[src/rtl/thread_rank_pkg.sv]
package thread_rank_pkg;

  // Walk controller states
  typedef enum logic [1:0] {
    RK_IDLE = 2'd0,
    RK_SCAN = 2'd1,
    RK_SORT = 2'd2
  } rk_state_e;

endpackage

[src/rtl/thread_rank_scan.sv]
// Captures the buffer on an accepted start, walks it one entry per cycle
// and accumulates marked requests per (thread, bank).
module thread_rank_scan
  import thread_rank_pkg::*;
#(
  parameter int NUM_ENTRIES = 16,
  parameter int NUM_THREADS = 4,
  parameter int NUM_BANKS   = 4,
  parameter int PRIO_W      = 2,
  parameter int TID_W       = 2,
  parameter int BANK_W      = 2,
  parameter int CNT_W       = 5
) (
  input  logic                              clk,
  input  logic                              rst_n,
  input  logic                              start_i,
  input  logic [NUM_ENTRIES-1:0]            mark_i,
  input  logic [NUM_ENTRIES*TID_W-1:0]      tid_i,
  input  logic [NUM_ENTRIES*BANK_W-1:0]     bank_i,
  input  logic [NUM_THREADS*PRIO_W-1:0]     prio_i,
  output logic [NUM_THREADS*NUM_BANKS*CNT_W-1:0] cnt_o,
  output logic [NUM_THREADS*PRIO_W-1:0]     prio_o,
  output logic                              sort_en_o
);

  localparam int IDX_W = (NUM_ENTRIES > 1) ? $clog2(NUM_ENTRIES) : 1;
  localparam logic [IDX_W-1:0] LAST_IDX = IDX_W'(NUM_ENTRIES - 1);

  rk_state_e state_q, state_d;
  logic [IDX_W-1:0] idx_q, idx_d;
  logic             idx_en;
  logic             load_snap;
  logic             clr_cnt;
  logic             scan_act;

  logic [NUM_ENTRIES-1:0]        snap_mark_q;
  logic [NUM_ENTRIES*TID_W-1:0]  snap_tid_q;
  logic [NUM_ENTRIES*BANK_W-1:0] snap_bank_q;
  logic [NUM_THREADS*PRIO_W-1:0] snap_prio_q;

  logic              cur_mark;
  logic [TID_W-1:0]  cur_tid;
  logic [BANK_W-1:0] cur_bank;

  // Next-state logic
  always_comb begin
    state_d   = state_q;
    idx_d     = idx_q;
    idx_en    = 1'b0;
    load_snap = 1'b0;
    clr_cnt   = 1'b0;
    scan_act  = 1'b0;
    sort_en_o = 1'b0;
    case (state_q)
      RK_IDLE: begin
        if (start_i) begin
          load_snap = 1'b1;
          clr_cnt   = 1'b1;
          idx_d     = '0;
          idx_en    = 1'b1;
          state_d   = RK_SCAN;
        end
      end
      RK_SCAN: begin
        scan_act = 1'b1;
        if (idx_q == LAST_IDX) begin
          state_d = RK_SORT;
        end else begin
          idx_d  = idx_q + 1'b1;
          idx_en = 1'b1;
        end
      end
      RK_SORT: begin
        sort_en_o = 1'b1;
        state_d   = RK_IDLE;
      end
      default: state_d = RK_IDLE;
    endcase
  end

  // Controller registers
  always_ff @(posedge clk or negedge rst_n) begin
    if (!rst_n) begin
      state_q <= RK_IDLE;
      idx_q   <= '0;
    end else begin
      state_q <= state_d;
      if (idx_en) idx_q <= idx_d;
    end
  end

  // Snapshot registers
  always_ff @(posedge clk or negedge rst_n) begin
    if (!rst_n) begin
      snap_mark_q <= '0;
      snap_tid_q  <= '0;
      snap_bank_q <= '0;
      snap_prio_q <= '0;
    end else if (load_snap) begin
      snap_mark_q <= mark_i;
      snap_tid_q  <= tid_i;
      snap_bank_q <= bank_i;
      snap_prio_q <= prio_i;
    end
  end

  assign cur_mark = snap_mark_q[idx_q];
  assign cur_tid  = snap_tid_q[idx_q*TID_W +: TID_W];
  assign cur_bank = snap_bank_q[idx_q*BANK_W +: BANK_W];
  assign prio_o   = snap_prio_q;

  // One counter per (thread, bank)
  for (genvar t = 0; t < NUM_THREADS; t++) begin : g_thr
    for (genvar b = 0; b < NUM_BANKS; b++) begin : g_bank
      localparam int K = t * NUM_BANKS + b;
      logic             hit;
      logic             cnt_en;
      logic [CNT_W-1:0] cnt_d, cnt_q;

      assign hit    = scan_act & cur_mark &
                      (cur_tid == TID_W'(t)) & (cur_bank == BANK_W'(b));
      assign cnt_en = clr_cnt | hit;

      always_comb begin
        if (clr_cnt) cnt_d = '0;
        else         cnt_d = cnt_q + 1'b1;
      end

      always_ff @(posedge clk or negedge rst_n) begin
        if (!rst_n)      cnt_q <= '0;
        else if (cnt_en) cnt_q <= cnt_d;
      end

      assign cnt_o[K*CNT_W +: CNT_W] = cnt_q;
    end
  end

endmodule

[src/rtl/thread_rank_metrics.sv]
// Reduces the per-(thread, bank) counts to a largest-bank load and a total.
module thread_rank_metrics #(
  parameter int NUM_THREADS = 4,
  parameter int NUM_BANKS   = 4,
  parameter int CNT_W       = 5
) (
  input  logic [NUM_THREADS*NUM_BANKS*CNT_W-1:0] cnt_i,
  output logic [NUM_THREADS*CNT_W-1:0]           max_o,
  output logic [NUM_THREADS*CNT_W-1:0]           tot_o
);

  for (genvar t = 0; t < NUM_THREADS; t++) begin : g_thr
    logic [CNT_W-1:0] mx;
    logic [CNT_W-1:0] sm;
    logic [CNT_W-1:0] c;

    always_comb begin
      mx = '0;
      sm = '0;
      c  = '0;
      for (int b = 0; b < NUM_BANKS; b++) begin
        c  = cnt_i[(t*NUM_BANKS + b)*CNT_W +: CNT_W];
        sm = sm + c;
        if (c > mx) mx = c;
      end
    end

    assign max_o[t*CNT_W +: CNT_W] = mx;
    assign tot_o[t*CNT_W +: CNT_W] = sm;
  end

endmodule

[src/rtl/thread_rank_sort.sv]
// Ranks threads with a pairwise compare matrix: each thread's rank is the
// number of threads whose key {priority, largest load, total, index} is smaller.
module thread_rank_sort #(
  parameter int NUM_THREADS = 4,
  parameter int PRIO_W      = 2,
  parameter int CNT_W       = 5,
  parameter int RANK_W      = 2
) (
  input  logic [NUM_THREADS*PRIO_W-1:0] prio_i,
  input  logic [NUM_THREADS*CNT_W-1:0]  max_i,
  input  logic [NUM_THREADS*CNT_W-1:0]  tot_i,
  output logic [NUM_THREADS*RANK_W-1:0] rank_o
);

  localparam int KEY_W = PRIO_W + 2 * CNT_W;

  logic [KEY_W-1:0] key [NUM_THREADS];

  for (genvar t = 0; t < NUM_THREADS; t++) begin : g_key
    assign key[t] = {prio_i[t*PRIO_W +: PRIO_W],
                     max_i[t*CNT_W +: CNT_W],
                     tot_i[t*CNT_W +: CNT_W]};
  end

  for (genvar i = 0; i < NUM_THREADS; i++) begin : g_row
    logic [NUM_THREADS-1:0] beaten;

    for (genvar j = 0; j < NUM_THREADS; j++) begin : g_col
      if (j == i) begin : g_self
        assign beaten[j] = 1'b0;
      end else if (j < i) begin : g_lower
        assign beaten[j] = (key[j] <= key[i]);
      end else begin : g_upper
        assign beaten[j] = (key[j] < key[i]);
      end
    end

    logic [RANK_W-1:0] r;
    always_comb begin
      r = '0;
      for (int j = 0; j < NUM_THREADS; j++) begin
        if (beaten[j]) r = r + 1'b1;
      end
    end

    assign rank_o[i*RANK_W +: RANK_W] = r;
  end

endmodule

[src/rtl/thread_rank_top.sv]
module thread_rank_top #(
  parameter  int NUM_ENTRIES = 16,
  parameter  int NUM_THREADS = 4,
  parameter  int NUM_BANKS   = 4,
  parameter  int PRIO_W      = 2,
  localparam int TID_W       = $clog2(NUM_THREADS),
  localparam int BANK_W      = $clog2(NUM_BANKS),
  localparam int RANK_W      = $clog2(NUM_THREADS)
) (
  input  logic                          clk,
  input  logic                          rst_n,
  input  logic                          batch_start_i,
  input  logic [NUM_ENTRIES-1:0]        mark_i,
  input  logic [NUM_ENTRIES*TID_W-1:0]  entry_tid_i,
  input  logic [NUM_ENTRIES*BANK_W-1:0] entry_bank_i,
  input  logic [NUM_THREADS*PRIO_W-1:0] thread_prio_i,
  output logic [NUM_THREADS*RANK_W-1:0] rank_o,
  output logic                          rank_done_o
);

  localparam int CNT_W = $clog2(NUM_ENTRIES + 1);

  // Reset: asserted asynchronously, released on a clock edge
  logic rst_meta_q, rst_sync_n;
  always_ff @(posedge clk or negedge rst_n) begin
    if (!rst_n) begin
      rst_meta_q <= 1'b0;
      rst_sync_n <= 1'b0;
    end else begin
      rst_meta_q <= 1'b1;
      rst_sync_n <= rst_meta_q;
    end
  end

  logic [NUM_THREADS*NUM_BANKS*CNT_W-1:0] cnt;
  logic [NUM_THREADS*PRIO_W-1:0]          prio_snap;
  logic [NUM_THREADS*CNT_W-1:0]           max_load;
  logic [NUM_THREADS*CNT_W-1:0]           tot_load;
  logic [NUM_THREADS*RANK_W-1:0]          rank_d, rank_q;
  logic                                   sort_en;
  logic                                   done_q;

  thread_rank_scan #(
    .NUM_ENTRIES(NUM_ENTRIES), .NUM_THREADS(NUM_THREADS),
    .NUM_BANKS(NUM_BANKS), .PRIO_W(PRIO_W), .TID_W(TID_W),
    .BANK_W(BANK_W), .CNT_W(CNT_W)
  ) u_scan (
    .clk      (clk),
    .rst_n    (rst_sync_n),
    .start_i  (batch_start_i),
    .mark_i   (mark_i),
    .tid_i    (entry_tid_i),
    .bank_i   (entry_bank_i),
    .prio_i   (thread_prio_i),
    .cnt_o    (cnt),
    .prio_o   (prio_snap),
    .sort_en_o(sort_en)
  );

  thread_rank_metrics #(
    .NUM_THREADS(NUM_THREADS), .NUM_BANKS(NUM_BANKS), .CNT_W(CNT_W)
  ) u_metrics (
    .cnt_i(cnt),
    .max_o(max_load),
    .tot_o(tot_load)
  );

  thread_rank_sort #(
    .NUM_THREADS(NUM_THREADS), .PRIO_W(PRIO_W),
    .CNT_W(CNT_W), .RANK_W(RANK_W)
  ) u_sort (
    .prio_i(prio_snap),
    .max_i (max_load),
    .tot_i (tot_load),
    .rank_o(rank_d)
  );

  // Rank and done registers
  always_ff @(posedge clk or negedge rst_sync_n) begin
    if (!rst_sync_n) begin
      for (int t = 0; t < NUM_THREADS; t++) begin
        rank_q[t*RANK_W +: RANK_W] <= RANK_W'(t);
      end
      done_q <= 1'b0;
    end else begin
      if (sort_en) rank_q <= rank_d;
      done_q <= sort_en;
    end
  end

  assign rank_o      = rank_q;
  assign rank_done_o = done_q;

endmodule

[config.mk]
export PLATFORM = sky130hd
export DESIGN_NAME = thread_rank_top
export DESIGN_NICKNAME = d
export VERILOG_FILES = /design/src/rtl/thread_rank_pkg.sv /design/src/rtl/thread_rank_scan.sv /design/src/rtl/thread_rank_metrics.sv /design/src/rtl/thread_rank_sort.sv /design/src/rtl/thread_rank_top.sv
export SDC_FILE = /design/constraint.sdc
export NUM_CORES = 1
export LEC_CHECK = 0
export ABC_AREA = 1
export BUFFER_PORTS_ARGS = -buffer_cell sky130_fd_sc_hd__buf_2
export CORE_AREA = 3 3 173 175
export DETAILED_ROUTE_END_ITERATION = 10
export DIE_AREA = 0 0 176 178
export PLACE_DENSITY = 0.79
export REMOVE_ABC_BUFFERS = 1
export SLEW_MARGIN = 20
export SYNTH_ARGS = -nofsm -noshare
export SYNTH_HDL_FRONTEND = slang
export SYNTH_SLANG_ARGS = --single-unit
[constraint.sdc]
create_clock -name clk -period 6 [get_ports clk]
set_input_delay 0.6 -clock clk [delete_from_list [all_inputs] [get_ports clk]]
set_output_delay 0.6 -clock clk [all_outputs]
set_load 0.03 [all_outputs]
# Yosys cells after proc, flatten, opt, wreduce, memory -nomap -nowiden
# Cells that the tools add are included.
dict set report word_totals {
  mem_bits_ro 0
  input_bits 91
  mem_bits_rw 0
  register_bits 185
  latch_bits 0
  memories 0
}
dict set report classes {
  magnitude_cmp 29
  n_eq_ne 12
  shifts 2
  mux 58
  add_sub_neg 37
  div_mod_pow 0
  multipliers 0
  bitwise_logic 37
  n_reduce_logical 6
}
# operator n
set op_table {}
lappend op_table {{$mux 5} 32}
lappend op_table {{$add 5x1->5 const B} 16}
lappend op_table {{$le 12x12->1} 6}
lappend op_table {{$lt 12x12->1} 6}
lappend op_table {{$shiftx 32x6->2} 2}
lappend op_table {{$add 5x5->5} 12}
lappend op_table {{$gt 5x5->1} 12}
lappend op_table {{$and 1x1->1} 21}
lappend op_table {{$gt 5x1->1 const B} 4}
lappend op_table {{$mux 2} 10}
lappend op_table {{$or 1x1->1} 16}
lappend op_table {{$add 2x1->2 const B} 5}
lappend op_table {{$eq 2x2->1 const B} 5}
lappend op_table {{$mux 1} 10}
lappend op_table {{$mux 4} 2}
lappend op_table {{$pmux 4 s2} 1}
lappend op_table {{$add 1x1->2 const B} 3}
lappend op_table {{$eq 2x1->1 const B} 3}
lappend op_table {{$logic_not 2->1} 3}
lappend op_table {{$lt 4x5->1 const B} 1}
lappend op_table {{$add 4x1->4 const B} 1}
lappend op_table {{$bmux 1 s4} 1}
lappend op_table {{$eq 4x4->1 const B} 1}
lappend op_table {{$ne 2x2->1 const B} 2}
lappend op_table {{6 further kinds} 6}

# Longest topological paths before layout
dict set report logic_depth {
  word_depth 14
  depth_mapped 43
  mapped_depth_nobuf 43
}

# Modules after synthesis
# A second synthesis with hierarchy kept.
dict set report unflattened {
  hier_cells 2011
  hier_area_um2 14940.6
}
# mod seq_area_each_um2 n_inst cells_each area_each_um2
set by_module_without_submodules {}
lappend by_module_without_submodules {thread_rank_scan 4354.2 1 1111 8782.2}
lappend by_module_without_submodules {thread_rank_metrics 0.0 1 542 3681.0}
lappend by_module_without_submodules {thread_rank_sort 0.0 1 320 2088.3}
lappend by_module_without_submodules {thread_rank_top 280.3 1 38 389.1}

# Worst setup path after synthesis
# Ideal clock, no wire load.
dict set report synth_path {
  path_kind {register to register}
  startpoint {reg u_scan.g_thr[1].g_bank[0].cnt_q[0]}
  endpoint {reg rank_q[4], in the netlist rank_o[4]}
  stages_incl_launch_ff 39
  path_slack_ns 0.174
  required_ns 5.917
  period_less_slack_ns 5.826
  setup_ns 0.083
  arrival_ns 5.743
  path_cell_list {dfrtp_1 inv_1 ha_1 nand4_1 nand2_1 ha_1 nand2_1 nor2_1 nand2_1 o211ai_1 nand2_1 o21ai_0 inv_1 ha_1 nand2_1 nor2_1 nand2_1 o211ai_1 (+3 left out) a21boi_0 ha_1 nand2_1 nor2_1 a21oi_1 o211ai_1 nand2_1 o21ai_0 ha_1 a21oi_1 o21ai_0 nand4_1 o211ai_1 or2_2 nor2_1 ha_1 xor2_1 o21ai_0}
}
dict set report synth_via {
  elab_chain_len 12
}
# item line
set synth_lines {}
lappend synth_lines {{from (decl)} thread_rank_scan.sv:118} ;# logic [CNT_W-1:0] cnt_d, cnt_q;
lappend synth_lines {{from (signal assigned)} thread_rank_scan.sv:131} ;# else if (cnt_en) cnt_q <= cnt_d;
lappend synth_lines {{$gt 5x1->1} thread_rank_metrics.sv:24} ;# if (c > mx) mx = c;
lappend synth_lines {{$mux 5} thread_rank_metrics.sv:24}
lappend synth_lines {{$gt 5x5->1} thread_rank_metrics.sv:24}
lappend synth_lines {{$mux 5} thread_rank_metrics.sv:24}
lappend synth_lines {{$gt 5x5->1} thread_rank_metrics.sv:24}
lappend synth_lines {{$mux 5} thread_rank_metrics.sv:24}
lappend synth_lines {{$gt 5x5->1} thread_rank_metrics.sv:24}
lappend synth_lines {{$mux 5} thread_rank_metrics.sv:24}
lappend synth_lines {{$le 12x12->1 *} thread_rank_sort.sv:32} ;# assign beaten[j] = (key[j] <= key[i]);
lappend synth_lines {{$mux 2 *} thread_rank_sort.sv:42} ;# if (beaten[j]) r = r + 1'b1;
lappend synth_lines {{$add 2x1->2} --}
lappend synth_lines {{$mux 2 *} thread_rank_sort.sv:42}
lappend synth_lines {{to (signal, indexed assignment)} thread_rank_top.sv:82} ;# rank_q[t*RANK_W +: RANK_W] <= RANK_W'(t);
lappend synth_lines {{to (signal assigned)} thread_rank_top.sv:86} ;# if (sort_en) rank_q <= rank_d;
lappend synth_lines {{to (decl)} thread_rank_top.sv:39} ;# logic [NUM_THREADS*RANK_W-1:0] rank_d, rank_q;
# Every way passes the cells marked *; elsewhere a longest branch is shown, timed or not.
# A chain may end at the register's enable or synchronous reset.

# Final worst setup path
dict set report layout_path {
  startpoint {reg u_scan.g_thr[3].g_bank[0].cnt_q[0]}
  endpoint {reg rank_q[5], in the netlist rank_o[5]}
}
dict set report layout_via {
  elab_chain_len 10
}
# item line
set layout_lines {}
lappend layout_lines {{from (decl)} thread_rank_scan.sv:118}
lappend layout_lines {{from (signal assigned)} thread_rank_scan.sv:131}
lappend layout_lines {{$gt 5x1->1} thread_rank_metrics.sv:24}
lappend layout_lines {{$mux 5} thread_rank_metrics.sv:24}
lappend layout_lines {{$gt 5x5->1} thread_rank_metrics.sv:24}
lappend layout_lines {{$mux 5} thread_rank_metrics.sv:24}
lappend layout_lines {{$gt 5x5->1} thread_rank_metrics.sv:24}
lappend layout_lines {{$mux 5} thread_rank_metrics.sv:24}
lappend layout_lines {{$gt 5x5->1} thread_rank_metrics.sv:24}
lappend layout_lines {{$mux 5} thread_rank_metrics.sv:24}
lappend layout_lines {{$lt 12x12->1 *} thread_rank_sort.sv:34} ;# assign beaten[j] = (key[j] < key[i]);
lappend layout_lines {{$mux 2 *} thread_rank_sort.sv:42}
# Marked as above.

==> results.md <==
* Final min period at 6.002 ns
* Clk Tree Root Cell: clkbuf_16
* CTS buffer count at 17
* # IOs at 100
* Main synth FF type: dfrtp_1
* Vias at 13910
* Largest net degree at the start of global routing at 184
* Die span in y at approximately 180 um
* Max-Cap Viols at 0
* Layout fillers at 2309
* Synth unique cells at 45
* Most common cell in the netlist: nand2_1
* Total routed wirelength at about 42000 um
* EDFF count, synth at 0
* DP Area at 15770 um^2
* Most frequent CP cell: nand2_1
* Top post-synthesis cells by area: dfrtp_1, ha_1, nand2_1
* Violated checks: negative setup slack
* First-pass GRT wire length at about 63000 um
* Chip Width at 176 um
* DRT antenna net count at 0
* Final worst slack at -0.002043 ns
* Fmax at 0.1666 GHz
* Arrival @ worst endpoint at 6.38 ns
* Synth Area in Simple Gates at 0.2947
* H-tree depth at 4
* Pins Over Slew Limit at 0
* CTS tree: yes
* Peak fanout along the critical path at 8
* Setup TNS at -0.002751 ns
* Status: complete, but fails checks
* Synth Register Bits at 185
* Mapped cell area at ~15000 um^2
* Worst setup EP type: flop
* Site Rows at a little over 60
* Reg2Reg Setup Slack at -0.002 ns
* WS Path Type: reg2reg
* Max-slew headroom at 0.2798
* Setup violations, final at 2
* Vias in the first global route at around 13000
* Clk slew on worst S/H paths at 0.09 ns
* Port-buffer cells at 99
* DR DRC count at 0
* Register area share after synthesis at 0.3145
* RSZ-0062 raised after global routing: true
* Reg2Reg Depth at 33
* Clock Latency Late Sink at 0.46 ns
* Post-synth top cells: nand2_1, nand3_1, inv_1
* Synthesized area per cell at 7.704 um^2
* Xor-xnor portion of the synthesized cell area at 0.04635
* Core Region at approximately 29000 um^2
* Yosys warning count at 0
* Min-Delay Path Class: in2reg
* Mapped Cells at 1913
* Final net count at 2366
* Top cell type's share of synthesized area at 0.3073
* DIE AREA at between 30000 and 40000 um^2
* Slowest CP cell: o211ai_1
* Worst slew pin tran at roughly 1.1 ns
* Initial cell density of the core at 0.5149
* Via/cell ratio at around 5.6
* Post-layout instance area at 17760 um^2
* Final period utilization at 1.000
* Mux cell area share after synthesis at 0.001358
* Area grow syn2layout at 20.54%
* GRT Total Usage at 0.2468
* Critical Path RT at between 6 and 7 ns
* Main combinational cell family by area after synthesis: simple AND/OR/NAND/NOR gates
* Worst hold stages at 3
* Num Clock Sinks at between 150 and 200
* Synth area leader: dfrtp_1
* First-pass iteration count of the detailed router at 5
* Fin. Hold Viols at 0
* Startpoint types: flop
* Synth Area in Compound Gates at 0.07386
* Initial DRC Count at 1162
* Max stage delay on crit path at about 0.43 ns
* Placer Congestion at ~1
* Initial antenna violation count at 3
* Async SR Flop Fraction at 1.000
* Buffers from clock root to sink, at most at 2
* Wire per inst at 16.93 um
* Fraction of layout cells with a size suffix above 1 at 0.2275
* Dpl hpwl at 27840 um
* Clock Skews at ~0.020 ns
* GRT overflow at 0
* Adder-cell area share of the yosys netlist at 0.1937
-- sequential cells by signal (all words and copies together) (netlist names), 2 cells and up --
name / flops
u_scan.state_q: 2
u_scan.idx_q: 4
u_scan.prio_o: 8
u_scan.snap_bank_q: 32
u_scan.g_thr.g_bank.cnt_q: 80
u_scan.snap_mark_q: 16
u_scan.snap_tid_q: 32
rank_o: 8
-- layer usage --
layer,track usage,vias up,part of all wire
met2,0.4177,583,0.48
met5,0,-,0.00055
met3,0.03917,155,0.068
met1,0.3181,6588,0.41
met4,0.09766,4,0.044
li1,-,6582,-
-- final timing paths --
path,startpoint,to
min,entry_tid_i[6],u_scan.snap_tid_q[6]
min in group asynchronous,rst_n,rst_meta_q
max in group asynchronous,rst_sync_n,u_scan.idx_q[0]
max,u_scan.g_thr[3].g_bank[0].cnt_q[0],rank_o[5]
max reg2reg,u_scan.g_thr[3].g_bank[0].cnt_q[0],rank_o[5]
min reg2reg,rst_meta_q,rst_sync_n
-- cell usage in the layout (no fill, tap or decap), types with 58 or more instances in the layout --
master and count:
nand2_1 521, nand3_1 202, dfrtp_1 179, inv_1 176
ha_1 146, buf_2 99, buf_4 85, o21ai_0 78
nand2_2 60, nor2_1 58
-- cell families (layout without fill, tap and decap cells) --
kind of cell,Yosys count,after routing
simple gates,967,969
buf+inv,267,431
fa+ha+maj,209,209
compound gates,204,204
flops,185,185
xor+xnor,78,78
mux,2,2
other cells,1,2
-- worst max-delay path: cells and delay by family, from the launching register on --
family / cells / cell delay (ns)
adder cells (fa/ha/maj): 5 / 1.28
buffers and inverters: 2 / 0.27
AO/OA/AOI/OAI: 9 / 1.80
flip-flops: 1 / 0.39
AND/OR/NAND/NOR: 17 / 2.19
-- final cells by class --
type	count	area [um^2]	share of cell area
sequential	185	4639	0.2612
tap	384	480.5	0.02705
antenna	1	2.502	0.0001409
timing repair buffer	192	1235	0.06952
clock inverter	13	155.1	0.008734
multi-input combinational	1463	10020	0.5642
clock buffer	19	442.9	0.02493
inverter	207	787.0	0.04430
-- timing repair --
| item | 4_1_cts | 5_1_grt |
|---|---|---|
| gates cloned | 0 | 2 |
| hold buffers | 1 | 0 |
| endpoints found under the hold margin | 2 | 0 |
| setup endpoints to repair | 8 | 8 |
| setup buffers | 4 | 40 |
| gates resized for setup | 40 | 221 |
| pin swaps | 4 | 113 |
-- metrics by stage --
stage / hold WS, ns / util / std cells / worst slack (ns)
2_1_floorplan: 0.3044 / - / 1853 / 0.009428
3_3_place_gp: 0.3379 / 0.5511 / 2384 / -0.2021
3_5_place_dp: 0.3523 / 0.5511 / 2384 / -0.3886
4_1_cts: 0.3242 / 0.5758 / 2421 / 0.009981
5_1_grt: 0.3280 / 0.6206 / 2464 / -0.4009
6_report: 0.3285 / 0.6206 / 2464 / -0.002043
Power is not shown: default switching activity piles up to over one toggle a cycle in this logic, so the estimate is an artifact.
